==> config.mk <==
export PLATFORM = sky130hd
export DESIGN_NAME = cfg_stream_parser
export DESIGN_NICKNAME = d
export VERILOG_FILES = /design/src/rtl/cfg_parse_pkg.sv /design/src/rtl/cfg_parse_ctrl.sv /design/src/rtl/cfg_parse_dp.sv /design/src/rtl/cfg_stream_parser.sv
export SDC_FILE = /design/constraint.sdc
export NUM_CORES = 1
export LEC_CHECK = 0
export ABC_AREA = 1
export BUFFER_PORTS_ARGS = -buffer_cell sky130_fd_sc_hd__buf_2
export CAP_MARGIN = 20
export CORE_MARGIN = 3
export CORE_UTILIZATION = 35
export CTS_BUF_LIST = sky130_fd_sc_hd__clkbuf_4
export DETAILED_ROUTE_END_ITERATION = 16
export PLACE_DENSITY = 0.64
export SLEW_MARGIN = 20
export SYNTH_ARGS = -nofsm -noshare
export SYNTH_HDL_FRONTEND = slang
export SYNTH_SLANG_ARGS = --single-unit
==> constraint.sdc <==
create_clock -name clk -period 2 [get_ports clk]
set_input_delay 0.1 -clock clk [delete_from_list [all_inputs] [get_ports clk]]
set_output_delay 0.1 -clock clk [all_outputs]
set_load 0.05 [all_outputs]
==> src/rtl/cfg_parse_pkg.sv <==
`timescale 1ns/1ps
package cfg_parse_pkg;
  localparam int WORD_W   = 32;
  localparam int TYPE_LSB = 29;
  localparam int OP_LSB   = 27;
  localparam int ADDR_LSB = 13;

  localparam logic [WORD_W-1:0] WORD_PAD    = 32'hFFFF_FFFF;
  localparam logic [WORD_W-1:0] WORD_BWPRE  = 32'h0000_00BB;
  localparam logic [WORD_W-1:0] WORD_BWDET  = 32'h1122_0044;
  localparam logic [WORD_W-1:0] WORD_SYNC   = 32'hAA99_5566;
  localparam logic [WORD_W-1:0] WORD_DESYNC = 32'h0000_000D;

  localparam logic [2:0] TYPE_HDR = 3'b001;
  localparam logic [2:0] TYPE_LEN = 3'b010;
  localparam logic [1:0] OP_NOP   = 2'b00;
  localparam logic [1:0] OP_WRITE = 2'b10;

  localparam int REG_CMD   = 4;
  localparam int REG_FRAME = 2;

  typedef enum logic [2:0] {
    ST_HUNT, ST_HDR, ST_PAY, ST_LEN, ST_BULK
  } parseState_t;

  typedef struct packed {
    logic ldPay;
    logic decPay;
    logic ldBulkHdr;
    logic ldBulkLen;
    logic decBulk;
    logic emitReg;
    logic emitBulk;
    logic setErr;
    logic setBw;
  } dpCtl_t;
endpackage

==> src/rtl/cfg_parse_ctrl.sv <==
`timescale 1ns/1ps
module cfg_parse_ctrl
  import cfg_parse_pkg::*;
#(
  parameter int ADDR_W = 5,
  parameter int HCNT_W = 11,
  parameter int LEN_W  = 27
) (
  input  logic              clk,
  input  logic              rst,
  input  logic              wordFire,
  input  logic [WORD_W-1:0] word,
  input  logic              payLast,
  input  logic              bulkEnd,
  input  logic              curIsCmd,
  output dpCtl_t            ctl,
  output logic              synced
);
  parseState_t st, stNxt;
  logic bwArmed, bwArmedNxt;

  logic [2:0]        hdrType;
  logic [1:0]        hdrOp;
  logic [ADDR_W-1:0] hdrAddr;
  logic              hdrCntZero;
  logic              lenZero;

  assign hdrType    = word[TYPE_LSB +: 3];
  assign hdrOp      = word[OP_LSB +: 2];
  assign hdrAddr    = word[ADDR_LSB +: ADDR_W];
  assign hdrCntZero = (word[HCNT_W-1:0] == '0);
  assign lenZero    = (word[LEN_W-1:0] == '0);

  always_comb begin
    ctl        = '0;
    stNxt      = st;
    bwArmedNxt = bwArmed;
    if (wordFire) begin
      case (st)
        ST_HUNT: begin
          bwArmedNxt = (word == WORD_BWPRE);
          if (bwArmed && word == WORD_BWDET) ctl.setBw = 1'b1;
          if (word == WORD_SYNC) stNxt = ST_HDR;
        end
        ST_HDR: begin
          if (word != WORD_PAD) begin
            if (hdrType != TYPE_HDR) begin
              ctl.setErr = 1'b1;
              stNxt      = ST_HUNT;
            end else if (hdrOp == OP_WRITE) begin
              if (hdrAddr == ADDR_W'(REG_FRAME)) begin
                if (hdrCntZero) stNxt = ST_LEN;
                else begin
                  ctl.ldBulkHdr = 1'b1;
                  stNxt         = ST_BULK;
                end
              end else if (!hdrCntZero) begin
                ctl.ldPay = 1'b1;
                stNxt     = ST_PAY;
              end
            end else if (hdrOp != OP_NOP) begin
              ctl.setErr = 1'b1;
              stNxt      = ST_HUNT;
            end
          end
        end
        ST_PAY: begin
          ctl.emitReg = 1'b1;
          ctl.decPay  = 1'b1;
          if (curIsCmd && word == WORD_DESYNC) stNxt = ST_HUNT;
          else if (payLast) stNxt = ST_HDR;
        end
        ST_LEN: begin
          if (word != WORD_PAD) begin
            if (hdrType != TYPE_LEN) begin
              ctl.setErr = 1'b1;
              stNxt      = ST_HUNT;
            end else if (lenZero) stNxt = ST_HDR;
            else begin
              ctl.ldBulkLen = 1'b1;
              stNxt         = ST_BULK;
            end
          end
        end
        ST_BULK: begin
          ctl.emitBulk = 1'b1;
          ctl.decBulk  = 1'b1;
          if (bulkEnd) stNxt = ST_HDR;
        end
        default: stNxt = ST_HUNT;
      endcase
    end
    if (stNxt != ST_HUNT) bwArmedNxt = 1'b0;
  end

  always_ff @(posedge clk) begin
    if (rst) begin
      st      <= ST_HUNT;
      bwArmed <= 1'b0;
    end else begin
      st      <= stNxt;
      bwArmed <= bwArmedNxt;
    end
  end

  assign synced = (st != ST_HUNT);
endmodule

==> src/rtl/cfg_parse_dp.sv <==
`timescale 1ns/1ps
module cfg_parse_dp
  import cfg_parse_pkg::*;
#(
  parameter int ADDR_W = 5,
  parameter int HCNT_W = 11,
  parameter int LEN_W  = 27
) (
  input  logic              clk,
  input  logic              rst,
  input  logic [WORD_W-1:0] word,
  input  dpCtl_t            ctl,
  output logic              payLast,
  output logic              bulkEnd,
  output logic              curIsCmd,
  output logic              regWrValid,
  output logic [ADDR_W-1:0] regWrAddr,
  output logic [WORD_W-1:0] regWrData,
  output logic              bulkValid,
  output logic [WORD_W-1:0] bulkData,
  output logic              bulkLast,
  output logic              busWidthSeen,
  output logic              errSeen
);
  logic [HCNT_W-1:0] payCnt;
  logic [LEN_W-1:0]  bulkCnt;
  logic [ADDR_W-1:0] curAddr;

  assign payLast  = (payCnt == HCNT_W'(1));
  assign bulkEnd  = (bulkCnt == LEN_W'(1));
  assign curIsCmd = (curAddr == ADDR_W'(REG_CMD));

  always_ff @(posedge clk) begin
    if (rst) begin
      payCnt       <= '0;
      bulkCnt      <= '0;
      curAddr      <= '0;
      regWrValid   <= 1'b0;
      regWrAddr    <= '0;
      regWrData    <= '0;
      bulkValid    <= 1'b0;
      bulkData     <= '0;
      bulkLast     <= 1'b0;
      busWidthSeen <= 1'b0;
      errSeen      <= 1'b0;
    end else begin
      if (ctl.ldPay) begin
        payCnt  <= word[HCNT_W-1:0];
        curAddr <= word[ADDR_LSB +: ADDR_W];
      end else if (ctl.decPay) begin
        payCnt <= payCnt - 1'b1;
      end
      if (ctl.ldBulkHdr)      bulkCnt <= LEN_W'(word[HCNT_W-1:0]);
      else if (ctl.ldBulkLen) bulkCnt <= word[LEN_W-1:0];
      else if (ctl.decBulk)   bulkCnt <= bulkCnt - 1'b1;

      regWrValid <= ctl.emitReg;
      if (ctl.emitReg) begin
        regWrAddr <= curAddr;
        regWrData <= word;
      end
      bulkValid <= ctl.emitBulk;
      bulkLast  <= ctl.emitBulk && bulkEnd;
      if (ctl.emitBulk) bulkData <= word;

      if (ctl.setBw)  busWidthSeen <= 1'b1;
      if (ctl.setErr) errSeen      <= 1'b1;
    end
  end
endmodule

==> src/rtl/cfg_stream_parser.sv <==
`timescale 1ns/1ps
module cfg_stream_parser
  import cfg_parse_pkg::*;
#(
  parameter int ADDR_W = 5,
  parameter int HCNT_W = 11,
  parameter int LEN_W  = 27
) (
  input  logic              clk,
  input  logic              rst,
  input  logic              inValid,
  input  logic [31:0]       inData,
  output logic              inReady,
  output logic              regWrValid,
  output logic [ADDR_W-1:0] regWrAddr,
  output logic [31:0]       regWrData,
  output logic              bulkValid,
  output logic [31:0]       bulkData,
  output logic              bulkLast,
  output logic              statSynced,
  output logic              statBusWidth,
  output logic              statError
);
  dpCtl_t ctl;
  logic   wordFire, payLast, bulkEnd, curIsCmd;

  assign inReady  = ~rst;
  assign wordFire = inValid & inReady;

  cfg_parse_ctrl #(.ADDR_W(ADDR_W), .HCNT_W(HCNT_W), .LEN_W(LEN_W)) uCtrl (
    .clk(clk), .rst(rst), .wordFire(wordFire), .word(inData),
    .payLast(payLast), .bulkEnd(bulkEnd), .curIsCmd(curIsCmd),
    .ctl(ctl), .synced(statSynced)
  );

  cfg_parse_dp #(.ADDR_W(ADDR_W), .HCNT_W(HCNT_W), .LEN_W(LEN_W)) uDp (
    .clk(clk), .rst(rst), .word(inData), .ctl(ctl),
    .payLast(payLast), .bulkEnd(bulkEnd), .curIsCmd(curIsCmd),
    .regWrValid(regWrValid), .regWrAddr(regWrAddr), .regWrData(regWrData),
    .bulkValid(bulkValid), .bulkData(bulkData), .bulkLast(bulkLast),
    .busWidthSeen(statBusWidth), .errSeen(statError)
  );
endmodule

==> flow_summary.yaml <==
worst_setup_path:
  worstSetupEndpoint: "uDp.bulkCnt[7]$_SDFFE_PP0P_"
  cp.arrival_ns: 2.33
  reg2reg_from: "uCtrl.st[2]$_SDFF_PP0_"
  regToRegEndpoint: "uDp.bulkCnt[7]$_SDFFE_PP0P_"
  critPathMaxFanout: 10
  reg2reg_slack_ns: 0.11
  cpMaxStageDelayCell: "dfxtp_1"
  crit_start: "uCtrl.st[2]$_SDFF_PP0_"
  critPathMostFrequentCell: "nor2_2"
  crit_path_max_incr_delay_ns: 0.41
  end_kind: "register"
  cp_cell_sequence: "inv_1 > nand3_1 > nor2_2 > o21ai_4 > nor2_2 > inv_2 > o21ai_1 > buf_4 > nand2_1 > o21ai_0 > a21oi_1"
  required_ns: 2.44
  cp-start-kind: "register"
  worstRegToRegCells: 11
  crit_type: "reg -> reg"
placed_design:
  portBuffers: 110
  place_congestion: 1.009
  post-dp-hpwl_mm: 15.63
  place_area_mm2: 0.007112
  dp_slack_ns: 0.1222
  dp_cells: 1236
drt:
  vias: 6656
  detail_route.first_pass.iterations: 6
  viasPerCell: 5.104
  drt_iter0_markers: 533
  wl_per_cell_um: 16.30
  route.antenna.remaining_nets: 0
  routed_wirelength_mm: 21.25
  drc: 0
floorplanning:
  start_util_pct: 36.31
  core.rowCount: 47
  dieArea_mm2: 0.01913
  boundaryPins: 111
  die_x_um: 138.3
  die_y_um: 138.3
  core_area_mm2: 0.01688
worst_hold_path:
  hold_path_class: "in -> reg"
logic_synthesis:
  yosys_most_used_dff: "dfxtp_1"
  mappedNetlistNets: 940
  synthCells: 901
  ys_warn_count: 0
  yosysSeqAreaShare_pct: 39.53
  synth_cell_types: 40
  mappedNetlistArea_mm2: 0.006128
  syn_avg_cell_area_um2: 6.802
  async_flop_share_pct: 0
  synth_seq_cells: 121
  synth_edf_count: 0
timing:
  post-route-period-util_pct: 94.58
  worst_slew_margin_rel_pct: 57.05
  slew_viol_final: 0
  setup_ws_ns: 0.1084
  post-route-min-period_ns: 1.892
  finalSetupViolations: 0
  tightestPinTransition_ns: 0.6383
  fmax_mhz: 528.6
  hold_viol: 0
  clock_skew_ns: 0.02168
  worst_hold_slack_ns: 0.04058
status:
  status: "finished clean"
job:
  drv_cap: 0
clock_tree:
  cts_made_buffers: 17
  clk_latency_ns: 0.56
  cts_root_buffer: "clkbuf_4"
  clk_path_buf_depth: 2
  cts_tree: "yes"
  clock_sinks: 121
  clkSlewWorstSetupHoldPaths_ns: 0.13
  h-tree-depth: 4
finish:
  fin_area_mm2: 0.007761
  stdcell_count: 1304
  areaGrowthSynthToFinish_pct: 26.64
  drive_gt1_share_pct: 20.87
  finalNetCount: 1109
global_routing:
  grt_overflow: 0
  grt_max_degree: 88
  grt_usage_pct: 21.57
  grt_pass1_wl_mm: 33.11
  first_global_vias: 6136
  antenna_found_initial: 1
power_and_ir_drop:
  p_per_area_mw_per_mm2: 580.8
  p_leak_nw: 3.692
  peakVddDrop_mv: 0.4191
-- synth_stat cells, drive strengths merged (3+ instances only) --
| master | count | share of area (%) |
|---|---|---|
| o21ai | 89 | 7.3 |
| nand2 | 214 | 14 |
| nand4 | 17 | 1.7 |
| buf | 23 | 2.4 |
| a22oi | 3 | 0.37 |
| xor2 | 11 | 1.6 |
| o31ai | 3 | 0.37 |
| nor4 | 5 | 0.51 |
| clkbuf | 17 | 1.0 |
| nor3 | 19 | 1.7 |
| xnor2 | 8 | 1.1 |
| nand3 | 106 | 8.7 |
| ha | 4 | 0.82 |
| nor2 | 122 | 8.7 |
| dfxtp | 121 | 40 |
| a31oi | 8 | 0.82 |
| a21oi | 43 | 3.5 |
| inv | 76 | 4.7 |
-- state kept, by name, indices dropped and copies added, names as in the netlist, 3 cells and up --
signal         flops
uCtrl.st           3
uDp.bulkData      32
uDp.curAddr        5
uDp.regWrData     32
uDp.regWrAddr      5
uDp.bulkCnt       27
uDp.payCnt        11
-- layer usage --
layer	GRT usage [%]	wire length (um)	vias up
li1	-	-	3308
met1	29.70	9881	3046
met2	33.74	9315	266
met3	4.558	1599	36
met4	7.228	454	0
met5	0	0	-
-- what timing repair did --
| item | 4_1_cts | 5_1_grt |
|---|---|---|
| setup buffers | 0 | 3 |
| hold buffers | 31 | 0 |
| resized for setup | 0 | 10 |
| endpoints found under the hold margin | 80 | 0 |
| endpoints found under the setup margin | 0 | 15 |
-- worst min-delay path by stage --
stage	start	to	slack, ns	cells after the start
floorplan	inData[5]	uDp.bulkData[5]$_SDFFE_PP0P_	0.21	2
global placement	inData[3]	uDp.bulkCnt[3]$_SDFFE_PP0P_	0.42	3
detailed placement	inData[3]	uDp.bulkCnt[3]$_SDFFE_PP0P_	0.42	3
CTS	inData[15]	uDp.curAddr[2]$_SDFFE_PP0P_	0.008	3
global route	inData[16]	uDp.curAddr[3]$_SDFFE_PP0P_	0.06	3
finish	inData[15]	uDp.curAddr[2]$_SDFFE_PP0P_	0.04	3
-- power breakdown --
group          internal, mW    switching [mW]
clock                 0.741              1.02
sequential             2.41  0.00000000000816
combinational         0.115             0.224
total                  3.26              1.24
-- metrics by stage --
step | setup TNS, ns | utilization (%) | power [mW]
final | 0 | 45.99 | 4.508
after global routing | -0.03000 | 45.99 | 4.692
after CTS | 0 | 45.62 | 4.556
after detailed placement | 0 | 42.14 | 2.748
after floorplan | 0 | - | 2.589
after global placement | 0 | 42.14 | 2.751
-- kinds of logic (layout without fill, tap and decap cells) --
group           after synthesis  count (layout)  synth area share, %
compound gates              155             155                13.54
xor+xnor                     19              19                2.715
fa+ha+maj                     4               4               0.8167
buf+inv                     116             297                8.085
flops                       121             121                39.53
other cells                   0               1                    0
simple gates                486             487                35.32
-- worst max-delay path: cells and delay by family, from the launching register on --
kind / cells / cell delay (ns)
AND/OR/NAND/NOR: 4 / 0.58
flip-flops: 1 / 0.41
buffers and inverters: 3 / 0.40
AO/OA/AOI/OAI: 4 / 0.38
-- layout make-up --
type	count	area (um2)
well taps	220	275.3
inverters	76	287.8
clock inverters	15	150.1
flip-flops and latches	121	2422
repair buffers	189	1246
fillers	1772	9116
diodes	1	2.502
clock buffers	17	127.6
multi-input cells	665	3249
-- cell usage in the layout, fill, tap and decap left out, types with 9 or more instances in the layout --
| cell | count |
|---|---|
| o21ai_0 | 83 |
| nor2_1 | 105 |
| nor3_1 | 18 |
| nand3_1 | 106 |
| xor2_1 | 11 |
| nand2_2 | 9 |
| inv_1 | 70 |
| nor2_2 | 9 |
| buf_4 | 46 |
| a21oi_1 | 43 |
| nand4_1 | 17 |
| clkbuf_4 | 17 |
| buf_2 | 110 |
| nand2_1 | 203 |
| dlygate4sd3_1 | 31 |
| dfxtp_1 | 121 |
No activity file was read; power rests on OpenSTA's default activity.
